### src/rtl/charlcd_pkg.sv
package charlcd_pkg;

   typedef enum logic [1:0] {
      PH_IDLE   = 2'd0,
      PH_SETUP  = 2'd1,
      PH_STROBE = 2'd2,
      PH_HOLD   = 2'd3
   } phase_t;

   function automatic int unsigned cdiv(input int unsigned num, input int unsigned den);
      return (num + den - 1) / den;
   endfunction

   function automatic int unsigned umax(input int unsigned a, input int unsigned b);
      return (a > b) ? a : b;
   endfunction

endpackage

### src/rtl/charlcd_phase_seq.sv
module charlcd_phase_seq
   import charlcd_pkg::*;
#(
   parameter int unsigned N_SU = 7,
   parameter int unsigned N_PW = 26,
   parameter int unsigned N_RD = 15,
   parameter int unsigned N_HD = 17,
   parameter int unsigned CW   = 6
) (
   input  logic clk,
   input  logic rst_n,
   input  logic cmd_valid,
   output logic accept,
   output logic busy,
   output logic strobe,
   output logic fall_evt,
   output logic early_evt,
   output logic end_evt
);

   localparam logic [CW-1:0] LD_SU    = CW'(N_SU - 1);
   localparam logic [CW-1:0] LD_PW    = CW'(N_PW - 1);
   localparam logic [CW-1:0] LD_HD    = CW'(N_HD - 1);
   localparam logic [CW-1:0] EARLY_AT = CW'(N_PW - N_RD);

   phase_t          ph_q;
   logic [CW-1:0]   cnt_q;
   logic            strobe_q;
   logic            last;

   assign last      = (cnt_q == '0);
   assign accept    = cmd_valid && (ph_q == PH_IDLE);
   assign busy      = (ph_q != PH_IDLE);
   assign strobe    = strobe_q;
   assign fall_evt  = (ph_q == PH_STROBE) && last;
   assign early_evt = (ph_q == PH_STROBE) && (cnt_q == EARLY_AT);
   assign end_evt   = (ph_q == PH_HOLD) && last;

   always_ff @(posedge clk or negedge rst_n) begin
      if (!rst_n) begin
         ph_q     <= PH_IDLE;
         cnt_q    <= '0;
         strobe_q <= 1'b0;
      end else begin
         unique case (ph_q)
            PH_IDLE: begin
               if (accept) begin
                  ph_q  <= PH_SETUP;
                  cnt_q <= LD_SU;
               end
            end
            PH_SETUP: begin
               if (last) begin
                  ph_q     <= PH_STROBE;
                  cnt_q    <= LD_PW;
                  strobe_q <= 1'b1;
               end else begin
                  cnt_q <= cnt_q - 1'b1;
               end
            end
            PH_STROBE: begin
               if (last) begin
                  ph_q     <= PH_HOLD;
                  cnt_q    <= LD_HD;
                  strobe_q <= 1'b0;
               end else begin
                  cnt_q <= cnt_q - 1'b1;
               end
            end
            default: begin
               if (last) begin
                  ph_q <= PH_IDLE;
               end else begin
                  cnt_q <= cnt_q - 1'b1;
               end
            end
         endcase
      end
   end

   // the strobe is only ever high inside a busy window
   p_strobe_in_busy_r5: assert property (@(posedge clk) disable iff (!rst_n)
      strobe_q |-> busy);

   // once a cycle is running, a second request does not restart it
   p_no_restart_r2: assert property (@(posedge clk) disable iff (!rst_n)
      (busy && cmd_valid && !end_evt) |=> busy);

   // the fall event is immediately followed by the strobe going low
   p_fall_drops_strobe_r8: assert property (@(posedge clk) disable iff (!rst_n)
      fall_evt |=> !strobe_q);

endmodule

### src/rtl/charlcd_pin_drv.sv
module charlcd_pin_drv #(
   parameter int unsigned DATA_W = 8
) (
   input  logic              clk,
   input  logic              rst_n,
   input  logic              accept,
   input  logic              end_evt,
   input  logic              busy,
   input  logic              cmd_rs,
   input  logic              cmd_read,
   input  logic [DATA_W-1:0] cmd_wdata,
   output logic              lcd_rs,
   output logic              lcd_rw,
   output logic              lcd_oe,
   output logic [DATA_W-1:0] lcd_dout
);

   always_ff @(posedge clk or negedge rst_n) begin
      if (!rst_n) begin
         lcd_rs   <= 1'b0;
         lcd_rw   <= 1'b1;
         lcd_oe   <= 1'b0;
         lcd_dout <= '0;
      end else if (accept) begin
         lcd_rs   <= cmd_rs;
         lcd_rw   <= cmd_read;
         lcd_oe   <= !cmd_read;
         lcd_dout <= cmd_read ? '0 : cmd_wdata;
      end else if (end_evt) begin
         lcd_oe   <= 1'b0;
      end
   end

   // address and write data frozen for the whole busy window
   p_lines_stable_r3: assert property (@(posedge clk) disable iff (!rst_n)
      (busy && $past(busy)) |-> $stable({lcd_rs, lcd_rw, lcd_dout, lcd_oe}));

   // the pads are never driven during a read cycle
   p_oe_write_only_r7: assert property (@(posedge clk) disable iff (!rst_n)
      lcd_oe |-> !lcd_rw);

   // no drive outside a cycle
   p_oe_idle_low_r6: assert property (@(posedge clk) disable iff (!rst_n)
      !busy |-> !lcd_oe);

endmodule

### src/rtl/charlcd_rd_capture.sv
module charlcd_rd_capture #(
   parameter int unsigned DATA_W        = 8,
   parameter bit          EARLY_CAPTURE = 1'b0
) (
   input  logic              clk,
   input  logic              rst_n,
   input  logic              fall_evt,
   input  logic              early_evt,
   input  logic              is_read,
   input  logic [DATA_W-1:0] lcd_din,
   output logic [DATA_W-1:0] rd_data,
   output logic              done
);

   logic take;

   generate
      if (EARLY_CAPTURE) begin : g_early
         assign take = early_evt && is_read;
      end else begin : g_late
         assign take = fall_evt && is_read;
      end
   endgenerate

   always_ff @(posedge clk or negedge rst_n) begin
      if (!rst_n) begin
         rd_data <= '0;
         done    <= 1'b0;
      end else begin
         done <= fall_evt;
         if (take) begin
            rd_data <= lcd_din;
         end
      end
   end

   // a write cycle never disturbs the read result
   p_write_keeps_data_r9: assert property (@(posedge clk) disable iff (!rst_n)
      !is_read |=> $stable(rd_data));

endmodule

### src/rtl/charlcd_cycle_engine.sv
module charlcd_cycle_engine
   import charlcd_pkg::*;
#(
   parameter int unsigned DATA_W         = 8,
   parameter int unsigned CLK_PERIOD_NS  = 10,
   parameter int unsigned T_ADDR_SU_NS   = 40,
   parameter int unsigned T_ADDR_HD_NS   = 10,
   parameter int unsigned T_PULSE_NS     = 230,
   parameter int unsigned T_CYCLE_NS     = 500,
   parameter int unsigned T_WR_SU_NS     = 60,
   parameter int unsigned T_WR_HD_NS     = 10,
   parameter int unsigned T_RD_DLY_NS    = 120,
   parameter int unsigned T_EDGE_NS      = 25,
   parameter bit          EARLY_CAPTURE  = 1'b0
) (
   input  logic              clk,
   input  logic              rst_n,
   input  logic              cmd_valid,
   input  logic              cmd_rs,
   input  logic              cmd_read,
   input  logic [DATA_W-1:0] cmd_wdata,
   output logic              busy,
   output logic              done,
   output logic [DATA_W-1:0] rd_data,
   output logic              lcd_rs,
   output logic              lcd_rw,
   output logic              lcd_e,
   output logic [DATA_W-1:0] lcd_dout,
   output logic              lcd_oe,
   input  logic [DATA_W-1:0] lcd_din
);

   localparam int unsigned N_SU  = umax(1, cdiv(T_ADDR_SU_NS + T_EDGE_NS, CLK_PERIOD_NS));
   localparam int unsigned N_RD  = umax(1, cdiv(T_RD_DLY_NS + T_EDGE_NS, CLK_PERIOD_NS));
   localparam int unsigned N_PW  = umax(umax(cdiv(T_PULSE_NS + T_EDGE_NS, CLK_PERIOD_NS), N_RD + 1),
                                        cdiv(T_WR_SU_NS + T_EDGE_NS, CLK_PERIOD_NS));
   localparam int unsigned N_HDB = umax(1, umax(cdiv(T_ADDR_HD_NS + T_EDGE_NS, CLK_PERIOD_NS),
                                                cdiv(T_WR_HD_NS + T_EDGE_NS, CLK_PERIOD_NS)));
   localparam int unsigned N_CYC = cdiv(T_CYCLE_NS, CLK_PERIOD_NS);
   localparam int unsigned N_HD  = (N_SU + N_PW + N_HDB >= N_CYC) ? N_HDB : (N_CYC - N_SU - N_PW);
   localparam int unsigned N_TOT = N_SU + N_PW + N_HD;
   localparam int unsigned CW    = $clog2(N_TOT + 1);
   localparam int unsigned MIN_SU = cdiv(T_ADDR_SU_NS, CLK_PERIOD_NS);
   localparam int unsigned MIN_PW = cdiv(T_PULSE_NS, CLK_PERIOD_NS);

   generate
      if (CLK_PERIOD_NS == 0) begin : g_bad_clk
         $error("CLK_PERIOD_NS must be non-zero");
      end
      if (DATA_W == 0) begin : g_bad_width
         $error("DATA_W must be non-zero");
      end
   endgenerate

   logic accept, fall_evt, early_evt, end_evt;

   charlcd_phase_seq #(
      .N_SU (N_SU),
      .N_PW (N_PW),
      .N_RD (N_RD),
      .N_HD (N_HD),
      .CW   (CW)
   ) u_seq (
      .clk       (clk),
      .rst_n     (rst_n),
      .cmd_valid (cmd_valid),
      .accept    (accept),
      .busy      (busy),
      .strobe    (lcd_e),
      .fall_evt  (fall_evt),
      .early_evt (early_evt),
      .end_evt   (end_evt)
   );

   charlcd_pin_drv #(
      .DATA_W (DATA_W)
   ) u_pins (
      .clk       (clk),
      .rst_n     (rst_n),
      .accept    (accept),
      .end_evt   (end_evt),
      .busy      (busy),
      .cmd_rs    (cmd_rs),
      .cmd_read  (cmd_read),
      .cmd_wdata (cmd_wdata),
      .lcd_rs    (lcd_rs),
      .lcd_rw    (lcd_rw),
      .lcd_oe    (lcd_oe),
      .lcd_dout  (lcd_dout)
   );

   charlcd_rd_capture #(
      .DATA_W        (DATA_W),
      .EARLY_CAPTURE (EARLY_CAPTURE)
   ) u_cap (
      .clk       (clk),
      .rst_n     (rst_n),
      .fall_evt  (fall_evt),
      .early_evt (early_evt),
      .is_read   (lcd_rw),
      .lcd_din   (lcd_din),
      .rd_data   (rd_data),
      .done      (done)
   );

   // Window checkers: independent cycle counters on the pins
   logic [CW-1:0] chk_hi_q, chk_su_q;

   always_ff @(posedge clk or negedge rst_n) begin
      if (!rst_n) begin
         chk_hi_q <= '0;
         chk_su_q <= '0;
      end else begin
         chk_hi_q <= lcd_e ? chk_hi_q + 1'b1 : '0;
         chk_su_q <= (busy && !lcd_e) ? chk_su_q + 1'b1 : '0;
      end
   end

   // address setup window before the strobe rises
   p_addr_setup_r3: assert property (@(posedge clk) disable iff (!rst_n)
      $rose(lcd_e) |-> (chk_su_q >= CW'(MIN_SU)));

   // minimum strobe width
   p_pulse_width_r4: assert property (@(posedge clk) disable iff (!rst_n)
      $fell(lcd_e) |-> (chk_hi_q >= CW'(MIN_PW)));

   // done marks the cycle right after the strobe falls
   p_done_after_fall_r8: assert property (@(posedge clk) disable iff (!rst_n)
      done |-> $fell(lcd_e));

   // reset state
   p_reset_quiet_r1: assert property (@(posedge clk)
      !rst_n |-> (!busy && !lcd_e && !lcd_oe && !done));

endmodule

### config.mk
export PLATFORM = sky130hd
export DESIGN_NAME = charlcd_cycle_engine
export DESIGN_NICKNAME = d
export VERILOG_FILES = /design/src/rtl/charlcd_pkg.sv /design/src/rtl/charlcd_phase_seq.sv /design/src/rtl/charlcd_pin_drv.sv /design/src/rtl/charlcd_rd_capture.sv /design/src/rtl/charlcd_cycle_engine.sv
export SDC_FILE = /design/constraint.sdc
export NUM_CORES = 1
export LEC_CHECK = 0
export CORE_ASPECT_RATIO = 1.25
export CORE_UTILIZATION = 50
export DETAILED_ROUTE_END_ITERATION = 6
export PLACE_DENSITY = 0.83
export REMOVE_ABC_BUFFERS = 1
export SLEW_MARGIN = 20
export SYNTH_ARGS = -nofsm -noshare
export SYNTH_HDL_FRONTEND = slang
export SYNTH_SLANG_ARGS = --single-unit
### constraint.sdc
create_clock -name clk -period 3.1 [get_ports clk]
set_clock_uncertainty 0.1 [all_clocks]
set_input_delay 0.31 -clock clk [delete_from_list [all_inputs] [get_ports clk]]
set_output_delay 0.31 -clock clk [all_outputs]
set_load 0.02 [all_outputs]
==> flow_summary.toml, run 1 <==
[run_status]
outcome = "completed"

[drt]
drt-pass1-iter-count = 4
vias_per_cell = 5.459
num_vias = 1201
drt-total-wl_um = 3020
drcViolationCount = 0
ant_nets = 0
first_iter_violations = 42
wl_per_cell_um = 13.73

[setup_path]
worstPathMaxFanout = 7
reg2reg_depth = 6
endpoint_kind = "primary output"
reg2reg_slack_ns = 1.03
reg2reg_from = "u_seq.ph_q[1]"
criticalPathCategory = "flop to primary output"
timing.rr.end = "u_seq.cnt_q[4]"
critPathLaunchType = "flop"
critPathRequiredTime_ns = 2.69
critPathArrivalTime_ns = 1.88

[synthesis]
synth_mux_area_share_pct = 8.470
avgSynthCellArea_um2 = 10.49
synth_xor_area_share_pct = 0
synth_top_area_share_pct = 48.40
ys_top_cells_by_area = "dfrtp_1, mux2_2, ha_1"
yosys.area_share.adder_pct = 5.186
synthTopCellsByCount = "dfrtp_1, nand2_1, o21ai_0"
synth-compound-area-share_pct = 15.90
ys_ff_latch = 29
async_flop_share_pct = 100.0
synth_cells = 138
synth_area_leader_cell = "dfrtp_1"
synth_area_um2 = 1448
ys_seq_area_share_pct = 50.22
synth_cell_types = 35
synth_ff_type = "dfrtp_1"
synth_edf_count = 0
yosys_warnings = 0
yosysMostFrequentCell = "dfrtp_1"
synth_top_family_by_area = "simple AND/OR/NAND/NOR gates"
synth_simple_gate_area_share_pct = 17.11

[final_layout]
insertedDiodeCount = 0
nets = 212
drive_above_1_share_pct = 13.44
postLayoutCellArea_um2 = 1992
instances_no_fill = 220
syn_to_final_growth_pct = 37.60

[floorplanning]
die-area_um2 = 3116
die_x_um = 50.13
ioPinCount = 43
die_h_um = 62.16
coreArea_um2 = 2706
initial_core_util_pct = 53.49
num_rows = 21

[timing]
holdWs_ns = 0.2351
maxClockFrequency_mhz = 437.3
worst_pin_slew_ns = 0.5786
maxSlewViolCount = 0
hold_viol = 0
fin_crit_sh_pct = 73.76
setup_tns_ns = 0
setup_viol = 0
rsz0062_at_grt = "false"
period_minus_slack_ns = 2.287
slew_headroom_pct = 61.33

[worst_hold_path]
hp-class = "input pin to asynchronous set/reset pin"

[grt]
antenna_found_initial = 0
grt_pass1_wl_um = 5002
overflow = 0
grtUsageMet2_pct = 36.17
top_usage_layer = "met2"
grt.total_usage_pct = 21.26
use_met1_pct = 24.84
grt_max_degree = 30
grt_pass1_vias = 1169
grt_util_met3_pct = 7.353

[power_and_ir_drop]
power_density_nw_per_um2 = 1066
peakVddDrop_v = 0.0007111
leakage_nw = 0.8486

[placement]
placed_cells = 212
place_hpwl_um = 2248
placed_cell_area_um2 = 1907
io_buffers = 42
place.gp.congestion = 0.8471

[cts]
cts-root-buf = "clkbuf_4"
cts_setup_buffers = 0
clock_sinks = 29
clkLatencyLatePin_ns = 0.33
cts_resized = 0
cts_tree = "built"
cts_max_level = 2
cts.reportedPaths.clkPinSlew_ns = 0.10
clock_path_buffers = 2
cts_hold_buf = 0
cts_buffers = 5

[flow_run]
max_cap_viol_count = 0
==> stage by stage <==
stage               power (mW)  setup WS [ns]  util, %
floorplan                1.369          1.276        -
global placement         1.755          1.132    70.46
detailed placement       1.802          1.016    70.46
CTS                      2.136         0.7965    73.60
global route             2.257         0.7024    73.60
finish                   2.124         0.8134    73.60
==> critical path, stage by stage, from the launching register on <==
cell,delay (ns)
dfrtp_1,0.43
inv_1,0.09
ha_1,0.29
inv_1,0.13
clkdlybuf4s50_1,0.61
==> how the worst max path moves through the flow <==
stage                  start        endpoint  slack, ns  depth (start not counted)
5_1_grt        u_seq.ph_q[0]            busy       0.70                          4
3_5_place_dp   u_seq.ph_q[1]  u_seq.cnt_q[4]       1.02                          6
6_report       u_seq.ph_q[0]            busy       0.81                          4
3_3_place_gp   u_seq.ph_q[0]  u_seq.cnt_q[4]       1.13                          6
4_1_cts        u_seq.ph_q[0]            busy       0.80                          4
2_1_floorplan  u_seq.ph_q[1]  u_seq.cnt_q[4]       1.28                          6
==> final cells by class <==
type / count / area [µm²]
Clock buffer: 7 / 55.05
Clock inverter: 1 / 30.03
Fill cell: 197 / 714.4
Inverter: 9 / 33.78
Multi-Input combinational cell: 97 / 675.6
Sequential cell: 29 / 726.9
Tap cell: 34 / 42.54
Timing Repair Buffer: 43 / 427.9
==> cells in the final DEF, fill, tap and decap left out <==
master,instances
o32ai_1,1
a211oi_1,1
o311ai_0,2
a22o_1,1
and2_4,1
ha_1,6
o31ai_1,1
clkbuf_4,5
a32o_1,2
buf_4,1
dfstp_2,1
a31o_2,1
clkbuf_8,1
mux2_2,10
o22a_1,1
inv_1,9
or3_1,1
nand2b_1,8
o21ai_0,15
clkdlybuf4s50_1,42
o211ai_1,1
o21bai_1,1
dfrtp_1,28
a211o_2,1
nor2_1,6
clkbuf_1,1
nand3_4,1
nor3b_1,1
nor3b_4,1
a31oi_1,1
nor3_1,4
a21oi_1,5
nand2_1,15
nor2b_1,2
a221o_2,1
bufinv_16,1
mux2i_1,1
nor4_1,2
nand3_1,3
==> sequential cells by signal, indices dropped and copies added (netlist names) <==
name             flops
u_pins.lcd_oe        1
u_cap.rd_data        8
u_cap.done           1
u_seq.ph_q           2
u_seq.strobe         1
u_pins.lcd_dout      8
u_seq.cnt_q          6
u_pins.lcd_rw        1
u_pins.lcd_rs        1
==> per-layer routing <==
layer / part of all wire (%) / vias up
li1: - / 585
met1: 40 / 573
met2: 54 / 40
met3: 4.8 / 3
met4: 0.83 / 0
met5: 0 / -
==> cells by family (layout without fill, tap and decap cells) <==
family                     count (synthesis)  after routing
DFF                                       29             29
buffers and inverters                     12             60
adders and majority gates                  6              6
muxes                                     11             11
AOI/OAI and AO/OA                         35             35
and+or+nand+nor                           45             45
==> power breakdown <==
part	switching [mW]	total (mW)	internal, mW
clock	0.134	0.327	0.192
combinational	0.590	1.12	0.529
sequential	0.128	0.678	0.551
Power figures use the tool's default switching activity.
==> inputs of run 2 (changes only) <==
Settings changed: CORE_UTILIZATION 50 to 42, PLACE_DENSITY 0.83 to 0.74.
Clock period 3.1 ns to 1.9 ns, I/O delays scaled along.
==> flow_summary.toml, run 2 (synthesis gave the netlist of run 1 again) <==
[floorplanning]
die_x_um = 54.51
coreArea_um2 = 3252
die-area_um2 = 3687
die_h_um = 67.64
num_rows = 23
ioPinCount = 43
initial_core_util_pct = 44.52

[timing]
period_minus_slack_ns = 1.840
maxClockFrequency_mhz = 543.5
setup_viol = 0
maxSlewViolCount = 0
slew_headroom_pct = 75.41
holdWs_ns = 0.1958
worst_slack_ns = 0.06018
worst_pin_slew_ns = 0.3675
setup_tns_ns = 0
fin_crit_sh_pct = 96.83
hold_viol = 0

[grt]
grt.total_usage_pct = 21.40
antenna_found_initial = 0
use_met1_pct = 23.54
grt_util_met3_pct = 8.333
grt_max_degree = 30
grtUsageMet2_pct = 36.43
grt_pass1_wl_um = 5513
grt_pass1_vias = 1222
top_usage_layer = "met2"
overflow = 0

[setup_path]
endpoint_kind = "flop"
cpPeakStageDelay_ns = 0.39
critPathSlowestCell = "dfrtp_1"
worstPathMaxFanout = 8
cp-startpoint = "u_seq.cnt_q[0]"
critPathLaunchType = "flop"
reg2reg_depth = 6
timing.rr.end = "u_cap.rd_data[6]"
cp_cell_sequence = "inv_2, ha_4, nor3b_4, and2_4, nand3_4, mux2_4"
reg2reg_slack_ns = 0.06
critPathRequiredTime_ns = 1.96
reg2reg_from = "u_seq.cnt_q[0]"
critPathArrivalTime_ns = 1.90
criticalPathCategory = "flop to flop"

[cts]
clkLatencyLatePin_ns = 0.28
cts_tree = "built"
cts_buffers = 5
clock_path_buffers = 2
cts-root-buf = "clkbuf_8"
cts_hold_buf = 0
cts_max_level = 2
cts.reportedPaths.clkPinSlew_ns = 0.06
clock_sinks = 29

[placement]
pre_cts_slack_ns = 0.003211
place_hpwl_um = 2485
place.gp.congestion = 0.8410
placed_cells = 226
placed_cell_area_um2 = 1993
io_buffers = 42

[power_and_ir_drop]
power_density_nw_per_um2 = 1754
peakVddDrop_v = 0.001230
finalPower_mw = 3.756
leakage_nw = 0.9182

[final_layout]
layout_commonest_cell = "clkdlybuf4s50_1"
insertedDiodeCount = 0
final_cell_mix = "clkdlybuf4s50_1, dfrtp_1, nand2_1, o21ai_0, buf_4"
reg.largest.list = "u_cap.rd_data (8), u_pins.lcd_dout (8), u_seq.cnt_q (6)"
drive_above_1_share_pct = 23.12
fillers = 263
postLayoutCellArea_um2 = 2141
nets = 225
syn_to_final_growth_pct = 47.88
instances_no_fill = 236
fin_util_pct = 65.83

[worst_hold_path]
hp-class = "input pin to asynchronous set/reset pin"

[drt]
ant_nets = 0
wl_per_cell_um = 14.35
vias_per_cell = 5.347
drt-total-wl_um = 3386
drt-pass1-iter-count = 4
first_iter_violations = 27
drcViolationCount = 0
num_vias = 1262

[flow_run]
max_cap_viol_count = 0

[run_status]
outcome = "completed"
==> run 2: changes by cell type in the layout (fill, tap and decap cells not counted), sizes merged <==
cell,previous run,this run
clkbuf,7,8
bufinv,1,0
dlygate4sd2,0,1
buf,1,14
clkdlybuf4s50,42,41
==> run 2: worst max-delay path, delay by kind of cell (launching register included) <==
family	cells	cell delay, ns
fa+ha+maj	1	0.14
buf+inv	1	0.10
flops	1	0.39
mux	1	0.33
simple gates	3	0.66
==> run 2: cell type report <==
class,instances,area (µm²),share of cell area [%]
multi-input combinational,97,716.9,33.49
tap,37,46.29,2.162
sequential,29,729.5,34.07
timing repair buffer,56,524.3,24.49
inverter,9,33.78,1.578
clock buffer,8,90.09,4.208
==> run 2: where the power goes <==
group | internal (mW) | switching [mW] | leakage (nW)
logic | 1.06 | 1.06 | 0.518
clock network | 0.295 | 0.220 | 0.0455
registers | 0.905 | 0.214 | 0.354
==> run 2: timing repair <==
action | 4_1_cts | 5_1_grt
setup endpoints to repair | 4 | 16
pin swaps | 1 | 1
setup buffers | 0 | 2
resized for setup | 3 | 10
==> run 2: layer usage <==
layer	wire, µm	vias up
met5	0	-
met4	47	0
met3	213	7
met2	1820	37
met1	1305	603
li1	-	615
==> run 2: how the worst max path moves through the flow <==
stage	depth (start not counted)	end	slack, ns
floorplan	6	u_seq.cnt_q[4]	0.08
global placement	6	u_cap.rd_data[0]	0.08
detailed placement	6	u_seq.cnt_q[4]	0.003
CTS	6	u_cap.rd_data[6]	0.008
global route	6	u_cap.rd_data[6]	-0.006
finish	6	u_cap.rd_data[6]	0.06
